===== config.mk =====
export PLATFORM = sky130hd
export DESIGN_NAME = freq_wdog_recovery
export DESIGN_NICKNAME = d
export VERILOG_FILES = /design/src/rtl/freq_wdog_recovery.sv
export SDC_FILE = /design/constraint.sdc
export NUM_CORES = 1
export LEC_CHECK = 0
export ABC_CLOCK_PERIOD_IN_PS = 5100
export BUFFER_PORTS_ARGS = -buffer_cell sky130_fd_sc_hd__buf_2
export CORE_ASPECT_RATIO = 2
export CORE_MARGIN = 8
export CORE_UTILIZATION = 40
export DETAILED_ROUTE_END_ITERATION = 12
export PLACE_DENSITY = 0.61
export SETUP_SLACK_MARGIN = 0.5
export SLEW_MARGIN = 20
export SYNTH_ARGS = -nofsm -noshare
export SYNTH_HDL_FRONTEND = slang
export SYNTH_SLANG_ARGS = --single-unit

===== constraint.sdc =====
create_clock -name clk -period 5.1 [get_ports clk]
set_input_delay 0.765 -clock clk [delete_from_list [all_inputs] [get_ports clk]]
set_output_delay 0.765 -clock clk [all_outputs]
set_load 0.02 [all_outputs]

===== src/rtl/freq_wdog_recovery.sv =====
module freq_wdog_recovery #(
  parameter int FW             = 8,
  parameter int TICKS_PER_CODE = 2,
  parameter int PULSE_TICKS    = 3
) (
  input  logic          clk,
  input  logic          rst_n,
  input  logic          tick_ms,
  input  logic          wr_en,
  input  logic          wr_addr,
  input  logic [7:0]    wr_data,
  input  logic [FW-1:0] strap_sel,
  output logic [FW-1:0] freq_sel,
  output logic          relatch_req,
  output logic          rst_od_en,
  output logic [7:0]    status
);
  localparam int CW = $clog2(15 * TICKS_PER_CODE + 1);
  localparam int PW = $clog2(PULSE_TICKS + 1);

  logic [3:0]    code;
  logic          alarm, armed, once, use_strap, relatch_q;
  logic [CW-1:0] count;
  logic [PW-1:0] pulse_left;
  logic [FW-1:0] freq_q;

  logic          wr_freq, wr_ctrl, step, expire;
  logic [CW-1:0] limit;

  assign wr_freq = wr_en & ~wr_addr;
  assign wr_ctrl = wr_en & wr_addr;
  assign limit   = CW'(code) * CW'(TICKS_PER_CODE);
  assign step    = tick_ms & armed & (pulse_left == '0) & ~wr_en;
  assign expire  = step & (count >= limit - CW'(1));

  always_ff @(posedge clk or negedge rst_n) begin
    if (!rst_n) begin
      code       <= '0;
      alarm      <= 1'b0;
      armed      <= 1'b0;
      once       <= 1'b0;
      use_strap  <= 1'b1;
      relatch_q  <= 1'b0;
      count      <= '0;
      pulse_left <= '0;
      freq_q     <= '0;
    end else begin
      relatch_q <= 1'b0;
      if (tick_ms && pulse_left != '0)
        pulse_left <= pulse_left - PW'(1);
      if (wr_ctrl) begin
        code <= wr_data[3:0];
        if (wr_data[3:0] == 4'd0) begin
          armed <= 1'b0;
          alarm <= 1'b0;
          once  <= 1'b0;
          count <= '0;
        end
      end else if (wr_freq) begin
        freq_q    <= wr_data[FW-1:0];
        use_strap <= 1'b0;
        if (code != 4'd0) begin
          armed <= 1'b1;
          once  <= 1'b0;
          count <= '0;
        end
      end else if (step) begin
        if (expire) begin
          count      <= '0;
          alarm      <= 1'b1;
          pulse_left <= PW'(PULSE_TICKS);
          once       <= 1'b1;
          if (once) begin
            use_strap <= 1'b1;
            relatch_q <= 1'b1;
          end
        end else begin
          count <= count + CW'(1);
        end
      end
    end
  end

  assign freq_sel    = use_strap ? strap_sel : freq_q;
  assign relatch_req = relatch_q;
  assign rst_od_en   = (pulse_left != '0);
  assign status      = {3'b000, alarm, code};
endmodule


# Yosys cells after proc, flatten, opt, wreduce, memory -nomap -nowiden
# Index checks and enable logic that the tools add are counted.
# Widths: inputs -> output; s select.
dict set report totals {
  regBits 24
  out_inout_bits 18
  input_bits 21
}
dict set report classes {
  order_cmp 1
  muxes 32
  eq_ne 3
  n_bitwise 9
  n_reduce_logical 20
  addsub 3
}
# cell count
set op_table {}
lappend op_table {{$mux 5} 6}
lappend op_table {{$mux 1} 20}
lappend op_table {{$reduce_bool 2->1} 8}
lappend op_table {{$reduce_and 4->1} 3}
lappend op_table {{$mux 2} 5}
lappend op_table {{$mux 8} 1}
lappend op_table {{$and 1x1->1} 6}
lappend op_table {{$reduce_and 3->1} 2}
lappend op_table {{$reduce_bool 3->1} 2}
lappend op_table {{$add 5x1->5 const B} 1}
lappend op_table {{$ge 5x5->1} 1}
lappend op_table {{$sub 5x1->5 const B} 1}
lappend op_table {{$logic_not 4->1} 1}
lappend op_table {{$ne 2x1->1 const B} 2}
lappend op_table {{$reduce_bool 4->1} 1}
lappend op_table {{$ne 3x1->1 const B} 1}
lappend op_table {{$not 1->1} 3}
lappend op_table {{$logic_not 2->1} 1}
lappend op_table {{$reduce_and 2->1} 1}
lappend op_table {{$sub 2x1->2 const B} 1}
lappend op_table {{$logic_and 1x1->1} 1}

# Depth between registers and ports, before layout
# Gate-level depths: netlist of run 1.
dict set report logic_depth {
  depth_word 8
  depth_mapped 8
}

# Worst setup path before layout of run 1
# Ideal clock, no wire load.
dict set report synth_timing {
  path_type {reg-to-reg}
  start {reg code[0]}
  end {reg count[3]}
  t_arrival_ns 1.947
  setup_ns 0.126
  path_slack_ns 3.027
  path_stages_with_launch 9
  n_path_buf 0
  cell_sequence {dfrtp_1 > inv_1 > ha_1 > xnor2_1 > ha_1 > o211ai_1 > o21ai_2 > a21oi_1 > a221o_1}
}
dict set report synth_via {
  elab_chain_len 7
  word_cells_on_any_way 10
}
# element line
set synth_rtl {}
lappend synth_rtl {{start, declared} 21} ;# logic [3:0] code;
lappend synth_rtl {{start signal, assigned} 52} ;# code <= wr_data[3:0];
lappend synth_rtl {{$sub 5x1->5} 34} ;# assign expire = step & (count >= limit - CW'(1));
lappend synth_rtl {{$ge 5x5->1} 34}
lappend synth_rtl {{$and 1x1->1} 34}
lappend synth_rtl {{$mux 5} 68} ;# if (expire) begin
lappend synth_rtl {{$mux 5} 67} ;# end else if (step) begin
lappend synth_rtl {{$mux 5} 59} ;# end else if (wr_freq) begin
lappend synth_rtl {{$mux 5} 51} ;# if (wr_ctrl) begin
lappend synth_rtl {{end signal, assigned} 78} ;# count <= count + CW'(1);
lappend synth_rtl {{end, declared} 23} ;# logic [CW-1:0] count;
# Parallel ways exist; a longest one is shown, timed or not. The select of a mux whose other input is x is not followed.
# A chain may end at the register's enable or synchronous reset.

# Worst setup path in the final report of run 1
dict set report layout_timing {
  start {reg use_strap}
  end {out freq_sel[1]}
}
dict set report layout_via {
  elab_chain_len 1
}
# element line
set layout_rtl {}
lappend layout_rtl {{start, declared} 22} ;# logic alarm, armed, once, use_strap, relatch_q;
lappend layout_rtl {{start signal, assigned} 42} ;# use_strap <= 1'b1;
lappend layout_rtl {{start signal, assigned} 61} ;# use_strap <= 1'b0;
lappend layout_rtl {{start signal, assigned} 74} ;# use_strap <= 1'b1;
lappend layout_rtl {{$mux 8} 84} ;# assign freq_sel = use_strap ? strap_sel : freq_q;
lappend layout_rtl {{end, declared} 13} ;# output logic [FW-1:0] freq_sel,
# No other way between the ends.

==> flow_metrics.py, run 1 <==
metrics = {
    "sta": {
        "hold_viol_final": 0,
        "rsz0062_at_grt": "no",
        "tightest_slew_ps": 579,
        "finClkSkew_ps": 7.87,
        "setup_viol": 0,
        "fin_crit_ps": 2190,
        "tns_ps": 0,
        "clock.fmax_mhz": 456,
        "slew_headroom_pct": 61.3,
        "slew_violations": 0,
        "finalCritPeriodShare_pct": 43.0,
    },
    "power_and_ir_drop": {
        "power_frac_comb_pct": 35.8,
        "total_power_w": 0.000676,
        "max-vdd-ir-drop_v": 0.000227,
        "power_density_nw_per_um2": 425,
        "seqPwrFrac_pct": 40.0,
        "p_int_w": 0.000442,
        "clkPwrFrac_pct": 24.1,
        "p_leak_nw": 0.823,
        "swShare_pct": 34.6,
        "power.switching_w": 0.000234,
    },
    "worst_setup_path": {
        "worst-path-buf-inv": 1,
        "crit_family": "flip-flops",
        "crit_chain": "mux2_2 > buf_2",
        "crit_path_end_kind": "output pin",
        "crit_fanout": 9,
        "worstPathArrival_ps": 1430,
        "critPathRequiredTime_ps": 4340,
        "startpoint_type": "flip-flop",
        "critPathMaxStageDelay_ps": 650,
        "worst-setup-path-type": "reg -> out",
        "cpMaxStageDelayCell": "dfstp_2",
    },
    "cts": {
        "cts_resized": 0,
        "cts-root-buf": "clkbuf_8",
        "hold_buffers": 0,
        "cts_tree": "done",
        "cts_setup_buffers": 0,
        "cts_made_buffers": 3,
        "clk_pin_slew_ps": 90,
        "cts.htree.levels": 1,
        "cts_sinks": 24,
        "clk_latency_ps": 260,
        "clockBufferDepth": 2,
    },
    "floorplan": {
        "start_util_pct": 40.8,
        "core-area_um2": 3300,
        "rows": 30,
        "die-width_um": 57.0,
        "die-area_um2": 5590,
        "io_pins": 39,
        "die_h_um": 98.1,
    },
    "placed_design": {
        "gp_congestion": 0.847,
        "place_hpwl_um": 2290,
        "io_buffers": 35,
    },
    "final_layout": {
        "diodes": 0,
        "nets": 196,
        "area_growth_syn_to_layout_pct": 18.1,
        "final_core_util_pct": 48.2,
        "layout-drive-gt1-share_pct": 34.9,
        "fill_cells": 322,
    },
    "yosys": {
        "ys_seq_area_share_pct": 44.7,
        "ys_warn_count": 0,
        "synth_seq_cells": 24,
        "synth_edf_count": 0,
        "yosys.area.top_type": "dfrtp_1",
        "synth_area_leaders": "dfrtp_1 (43%), nand2_1 (8.9%), mux2_2 (7.5%)",
        "synth_ff_type": "dfrtp_1",
        "yosysUniqueCellTypes": 37,
        "synth.most_common_cell": "nand2_1",
        "syn_area_per_cell_um2": 10.1,
        "netlist_instances": 133,
        "ys_async_sr_fraction_pct": 100,
        "synth.top_cell.area_share_pct": 42.7,
        "netlist_area_um2": 1350,
        "synth_common_cells": "nand2_1 (32), dfrtp_1 (23), mux2_2 (9), ha_1 (8), inv_1 (6)",
    },
    "min_path": {
        "hold_class": "in -> async",
    },
    "detailed_routing": {
        "m1WireLength_um": 1260,
        "drt_iter0_drc": 11,
        "wl_um": 2800,
        "drc": 0,
        "drtPass1Iterations": 6,
        "wl_met3_um": 166,
        "antenna_left": 0,
        "wl_per_cell_um": 14.1,
        "highest_layer": "met4",
        "wl_met2_um": 1360,
        "via_per_inst": 5.06,
        "vias": 1001,
    },
    "global_route": {
        "antenna_found_initial": 0,
        "grt_max_degree": 25,
        "grt_first_pass_wirelength_um": 4780,
        "grt_use_total_pct": 9.92,
        "first_global_vias": 1078,
        "grt.overflow.total": 0,
    },
    "status": {
        "outcome": "completed",
    },
    "flow_run": {
        "drv_cap": 0,
    },
}
## final cells by class
class / count / area (um^2) / share of cell area [%]
Inverter: 6 / 22.5 / 1.42
Clock inverter: 1 / 30.0 / 1.89
Clock buffer: 3 / 41.3 / 2.59
Multi-Input combinational cell: 97 / 681 / 42.8
Sequential cell: 24 / 602 / 37.8
Tap cell: 32 / 40.0 / 2.52
Timing Repair Buffer: 35 / 175 / 11.0
## layout by cell type, fill, tap and decap left out, types with 2 or more instances in the layout
cell type and n:
o211ai_1 2, a21o_1 2, nor4b_1 2, nand2_1 32, a21oi_1 2, mux2_1 4
ha_1 8, conb_1 3, nor3_1 2, nand3_1 4, inv_1 6, a221o_1 2
and3_1 2, dfrtp_1 23, nor2_1 3, clkbuf_8 3, and2_1 2, xnor2_1 3
buf_2 35, mux2_2 9
## routing by layer
metal	vias to the layer above	global-route usage [%]
met5	-	0
met4	0	2.18
met3	2	2.99
li1	513	-
met2	25	16.0
met1	461	12.6
## path summary, 6_finish.rpt
check,from,to,slack (ps),cells after the start
max,use_strap$_DFFE_PN1P_,freq_sel[1],2910,2
min,rst_n,code[2]$_DFFE_PN0P_,480,1
max reg2reg,code[0]$_DFFE_PN0P_,count[4]$_DFFE_PN0P_,2950,8
min reg2reg,freq_q[6]$_DFFE_PN0P_,freq_q[6]$_DFFE_PN0P_,480,2
max in group asynchronous,rst_n,use_strap$_DFFE_PN1P_,4250,1
min in group clk,freq_q[6]$_DFFE_PN0P_,freq_q[6]$_DFFE_PN0P_,480,2
## logic make-up after synthesis
logic type	count (synthesis)	share of synthesized area [%]
simple gates	56	20.3
flops	24	44.7
compound gates	14	9.10
buf+inv	14	5.39
mux	13	10.9
fa+ha+maj	8	7.43
xor+xnor	3	1.95
other cells	1	0.278
## sequential cells by signal, summed over array words and instances, names as in the netlist
signal,cells
freq_q,8
count,5
code,4
pulse_left,2
alarm,1
armed,1
once,1
relatch_req,1
use_strap,1
## power groups by stage
stage | sequential (W) | clock (W) | combinational [W]
after floorplan | 0.000270 | 0 | 0.000186
after global placement | 0.000274 | 0 | 0.000237
after detailed placement | 0.000275 | 0 | 0.000244
after CTS | 0.000271 | 0.000169 | 0.000246
after global routing | 0.000277 | 0.000175 | 0.000271
final | 0.000271 | 0.000163 | 0.000242
## stage by stage
step                instance area (um^2)  hold slack (ps)  setup WS (ps)  cells
finish                              1590              480           2910    198
global route                        1590              502           2830    198
CTS                                 1590              486           2880    198
detailed placement                  1520              463           2980    194
global placement                    1520              462           3030    194
floorplan                           1360              442           3030    135
Note: power is estimated with default switching activity, not from simulation.
==> run 2, diff against run 1 <==
Settings changed: ABC_CLOCK_PERIOD_IN_PS 5100 to 1900, PLACE_DENSITY 0.61 to 0.64.
Clock period 5.1 ns to 1.9 ns, I/O delays scaled along.
==> flow_metrics.py, run 2 (synthesis gave the netlist of run 1 again) <==
metrics = {
    "status": {
        "outcome": "complete, but fails checks",
        "violations": "negative hold slack, negative setup slack",
    },
    "detailed_routing": {
        "vias": 1089,
        "wl_met2_um": 1500,
        "m1WireLength_um": 1240,
        "wl_met3_um": 198,
        "highest_layer": "met4",
        "wl_per_cell_um": 14.3,
        "drt_iter0_drc": 13,
        "drtPass1Iterations": 4,
        "drc": 0,
        "antenna_left": 0,
        "wl_um": 2970,
        "via_per_inst": 5.24,
    },
    "final_layout": {
        "largest_reg_flops": 8,
        "layout-drive-gt1-share_pct": 48.9,
        "reg_top3": "freq_q x8, count x5, code x4",
        "multiInputGateArea_um2": 817,
        "fill_cells": 302,
        "final_cells": 208,
        "diodes": 0,
        "most-common-layout-cells": "nand2_1 (31), buf_2 (25), dfrtp_1 (21)",
        "largest_register": "freq_q",
        "final_common_cell": "nand2_1",
        "area_growth_syn_to_layout_pct": 38.0,
        "register_area_um2": 604,
        "stdcell_area_um2": 1860,
        "nets": 206,
    },
    "placed_design": {
        "placedCellCount": 198,
        "place_hpwl_um": 2250,
        "io_buffers": 35,
        "placed_cell_area_um2": 1560,
        "gp_congestion": 0.754,
        "dpl_worst_slack_ps": -48.9,
    },
    "cts": {
        "cts.htree.levels": 1,
        "clockBufferDepth": 2,
        "clk_latency_ps": 260,
        "cts_made_buffers": 3,
        "hold_buffers": 0,
        "clk_pin_slew_ps": 80,
        "cts_sinks": 24,
        "cts_tree": "done",
        "cts-root-buf": "clkbuf_8",
    },
    "global_route": {
        "antenna_found_initial": 0,
        "grt.overflow.total": 0,
        "grt_max_degree": 25,
        "grt_first_pass_wirelength_um": 5220,
        "first_global_vias": 1170,
        "grt_use_total_pct": 11.0,
    },
    "floorplan": {
        "rows": 30,
        "start_util_pct": 40.8,
        "core-area_um2": 3300,
        "die-area_um2": 5590,
        "die-width_um": 57.0,
        "io_pins": 39,
        "die_h_um": 98.1,
    },
    "sta": {
        "finClkSkew_ps": 3.68,
        "holdWs_ps": -7.62,
        "worst_slack_ps": -5.68,
        "finalCritPeriodShare_pct": 100,
        "setup_viol": 1,
        "rsz0062_at_grt": "yes",
        "slew_headroom_pct": 63.3,
        "hold_viol_final": 23,
        "slew_violations": 0,
        "clock.fmax_mhz": 525,
        "fin_crit_ps": 1910,
        "tightest_slew_ps": 549,
    },
    "power_and_ir_drop": {
        "p_leak_nw": 0.921,
        "power_density_nw_per_um2": 1070,
        "total_power_w": 0.00200,
        "max-vdd-ir-drop_v": 0.000803,
    },
    "worst_setup_path": {
        "startpoint_type": "flip-flop",
        "cpMaxStageDelayCell": "dfrtp_2",
        "critPathMaxStageDelay_ps": 430,
        "crit_path_end_kind": "flip-flop",
        "critPathRequiredTime_ps": 2050,
        "worst-setup-path-type": "reg -> reg",
        "worstPathArrival_ps": 2060,
        "crit_chain": "nor3_2 > xnor2_1 > ha_1 > o211ai_1 > o21ai_2 > buf_6 > a21oi_2 > a221o_1",
        "crit_fanout": 4,
    },
    "flow_run": {
        "drv_cap": 0,
    },
    "min_path": {
        "hold_class": "in -> async",
    },
}
## run 2: metrics by stage
stage	TNS, ps	util [%]
global placement	0	47.3
CTS	-20.1	54.9
detailed placement	-161	47.3
finish	-5.68	56.3
global route	-413	56.3
floorplan	-38.9	-
## run 2: cell type report
class / count / area share [%]
clock buffer: 4 / 2.96
sequential: 24 / 32.5
timing repair buffer: 45 / 17.2
multi-input combinational: 97 / 43.9
inverter: 6 / 1.21
tap: 32 / 2.15
## run 2: critical path, delay by kind of cell, from the launching register on
family,cells,cell delay (ps)
adder cells (fa/ha/maj),1,310
AO/OA/AOI/OAI,4,630
buffers and inverters,1,140
flip-flops,1,430
AND/OR/NAND/NOR,1,190
XOR/XNOR,1,90
## run 2: path summary, 6_finish.rpt
check,slack [ps],endpoint,cells after the start,from
setup / recovery,-6,count[4]$_DFFE_PN0P_,8,code[1]$_DFFE_PN0P_
hold / removal,-8,freq_q[4]$_DFFE_PN0P_,1,rst_n
setup reg to reg,-6,count[4]$_DFFE_PN0P_,8,code[1]$_DFFE_PN0P_
hold reg to reg,480,alarm$_DFFE_PN0P_,2,alarm$_DFFE_PN0P_
max in group asynchronous,1530,code[1]$_DFFE_PN0P_,1,rst_n
min in group clk,210,freq_q[6]$_DFFE_PN0P_,3,wr_data[6]
## run 2: timing repair
action,in CTS,in global routing
gates resized for setup,38,9
buffers inserted,5,1
setup endpoints to repair,19,20
pin swaps,6,1
hold endpoints to repair,0,0
## run 2: layer usage
metal / global-route usage, % / vias up
met1: 13.1 / 525
met2: 18.1 / 30
met5: 0 / -
met3: 3.51 / 2
li1: - / 532
met4: 3.27 / 0
## run 2: power breakdown
part	total, W	switching, W	internal (W)
combinational	0.000924	0.000464	0.000460
clock	0.000341	0.000157	0.000185
sequential	0.000731	0.000103	0.000628
==> run 3, diff against run 2 <==
Settings changed: CELL_PAD_IN_SITES_DETAIL_PLACEMENT from default to 1, CELL_PAD_IN_SITES_GLOBAL_PLACEMENT from default to 2, CORE_UTILIZATION 40 to 28, PLACE_DENSITY 0.64 to 0.72.
==> flow_metrics.py, run 3 (synthesis gave the netlist of run 1 again) <==
metrics = {
    "final_layout": {
        "most-common-layout-cells": "nand2_1 (30), buf_2 (25), dfrtp_1 (21)",
        "largest_reg_flops": 8,
        "fill_cells": 580,
        "area_growth_syn_to_layout_pct": 40.7,
        "multiInputGateArea_um2": 807,
        "nets": 207,
        "layout-drive-gt1-share_pct": 48.6,
        "final_cells": 234,
        "diodes": 0,
        "final_common_cell": "nand2_1",
        "reg_top3": "freq_q x8, count x5, code x4",
        "stdcell_area_um2": 1900,
        "register_area_um2": 604,
        "largest_register": "freq_q",
    },
    "detailed_routing": {
        "vias": 1111,
        "wl_um": 3430,
        "drtPass1Iterations": 4,
        "drc": 0,
        "wl_per_cell_um": 14.7,
        "antenna_left": 0,
        "via_per_inst": 4.75,
        "drt_iter0_drc": 15,
    },
    "placed_design": {
        "placedCellCount": 224,
        "io_buffers": 35,
        "placed_cell_area_um2": 1600,
        "place_hpwl_um": 2590,
        "dpl_worst_slack_ps": -36.3,
        "gp_congestion": 0.697,
    },
    "floorplan": {
        "die_h_um": 114,
        "die-area_um2": 7420,
        "rows": 36,
        "start_util_pct": 28.2,
        "core-area_um2": 4770,
        "io_pins": 39,
        "die-width_um": 65.1,
    },
    "cts": {
        "clk_pin_slew_ps": 80,
        "cts_sinks": 24,
        "cts_tree": "done",
        "cts_made_buffers": 3,
        "clockBufferDepth": 2,
        "clk_latency_ps": 260,
        "cts-root-buf": "clkbuf_8",
        "cts.htree.levels": 1,
    },
    "status": {
        "violations": "negative setup slack",
        "outcome": "complete, but fails checks",
    },
    "min_path": {
        "hold_class": "in -> async",
    },
    "worst_setup_path": {
        "critPathLaunch": "code[1]$_DFFE_PN0P_",
        "critPathRequiredTime_ps": 2100,
        "endpoint": "use_strap$_DFFE_PN1P_",
        "crit_family": "flip-flops",
        "worst-path-buf-inv": 2,
        "startpoint_type": "flip-flop",
        "critPathMaxStageDelay_ps": 430,
        "r2r_start": "code[1]$_DFFE_PN0P_",
        "worstPathArrival_ps": 2100,
        "rr_endpoint": "use_strap$_DFFE_PN1P_",
        "r2r_slack_ps": -3,
        "r2r_cells": 9,
        "crit_fanout": 7,
        "crit_path_end_kind": "flip-flop",
        "cpMaxStageDelayCell": "dfrtp_2",
        "path_depth": 9,
        "crit_chain": "nor3_2 > xnor2_1 > ha_1 > a21oi_2 > o21ai_2 > buf_6 > buf_4 > and3_4 > a21o_1",
        "worst-setup-path-type": "reg -> reg",
    },
    "sta": {
        "slew_headroom_pct": 62.1,
        "hold_viol_final": 0,
        "holdWs_ps": 5.97,
        "fin_crit_ps": 1900,
        "rsz0062_at_grt": "yes",
        "setup_viol": 1,
        "clock.fmax_mhz": 526,
        "slew_violations": 0,
        "finClkSkew_ps": 4.13,
        "finalCritPeriodShare_pct": 100,
        "tightest_slew_ps": 568,
        "worst_slack_ps": -2.50,
    },
    "global_route": {
        "first_global_vias": 1249,
        "met2_usage_pct": 16.9,
        "grt_first_pass_wirelength_um": 5900,
        "grt.overflow.total": 0,
        "grt_max_degree": 25,
        "grt_use_total_pct": 9.74,
        "antenna_found_initial": 0,
        "busiest_layer": "met2",
        "use_met3_pct": 2.84,
        "globalRouteMet1Util_pct": 11.3,
    },
    "power_and_ir_drop": {
        "seqPwrFrac_pct": 36.7,
        "p_leak_nw": 0.922,
        "max-vdd-ir-drop_v": 0.000730,
        "p_int_w": 0.00127,
        "power_frac_comb_pct": 46.4,
        "total_power_w": 0.00201,
        "clkPwrFrac_pct": 16.9,
        "swShare_pct": 36.5,
        "power_density_nw_per_um2": 1060,
        "power.switching_w": 0.000733,
    },
    "flow_run": {
        "drv_cap": 0,
    },
}
[run 3: cell types whose count changed in the layout (fill, tap and decap cells not counted)]
cell	change
buf_6	+2
buf_4	-1
nand2_1	-1
nand2_2	+1
nor3_1	+1
nor3_2	-1
xnor2_1	+1
xnor2_2	-1
[run 3: worst min-delay path by stage]
stage | end | slack [ps] | cells past startpoint | from
floorplan | alarm$_DFFE_PN0P_ | -10 | 0 | rst_n
global placement | count[1]$_DFFE_PN0P_ | 310 | 1 | rst_n
detailed placement | count[0]$_DFFE_PN0P_ | 300 | 1 | rst_n
CTS | count[0]$_DFFE_PN0P_ | 10 | 1 | rst_n
global route | count[0]$_DFFE_PN0P_ | 30 | 1 | rst_n
finish | count[1]$_DFFE_PN0P_ | 6 | 1 | rst_n
[run 3: worst reg2reg max path, stage by stage (launching register included)]
cell and delay (ps):
dfrtp_2 430, nor3_2 190, xnor2_1 140, ha_1 280, a21oi_2 160, o21ai_2 70
buf_6 140, buf_4 140, and3_4 140, a21o_1 140
[run 3: area by class of cell]
class / instances / area share (%)
multi-input cells: 97 / 42.6
flip-flops and latches: 24 / 31.9
repair buffers: 46 / 17.7
well taps: 57 / 3.76
clock buffers: 4 / 2.90
inverters: 6 / 1.19
[run 3: metrics by stage]
step	TNS [ps]	utilization [%]
after global placement	-56.2	33.6
final	-2.50	39.7
after global routing	-706	39.7
after detailed placement	-132	33.6
after CTS	-37.7	38.7
after floorplan	-38.9	-
[run 3: per-layer routing]
layer	vias up	part of all wire [%]
li1	537	-
met1	540	41
met2	30	52
met3	4	6.6
met4	0	0.82
met5	-	0
[run 3: power by group through the flow]
| stage | Sequential, W | Combinational, W | Clock [W] |
|---|---|---|---|
| global placement | 0.000740 | 0.000695 | 0 |
| finish | 0.000737 | 0.000931 | 0.000339 |
| floorplan | 0.000727 | 0.000505 | 0 |
| global route | 0.000753 | 0.00104 | 0.000380 |
| CTS | 0.000738 | 0.000895 | 0.000359 |
| detailed placement | 0.000741 | 0.000715 | 0 |
[run 3: repair_timing]
action | CTS | global route
hold buffers | 0 | 0
endpoints found under the setup margin | 20 | 21
pin swaps | 5 | 4
setup buffers | 5 | 1
endpoints found under the hold margin | 0 | 0
gates resized for setup | 40 | 8
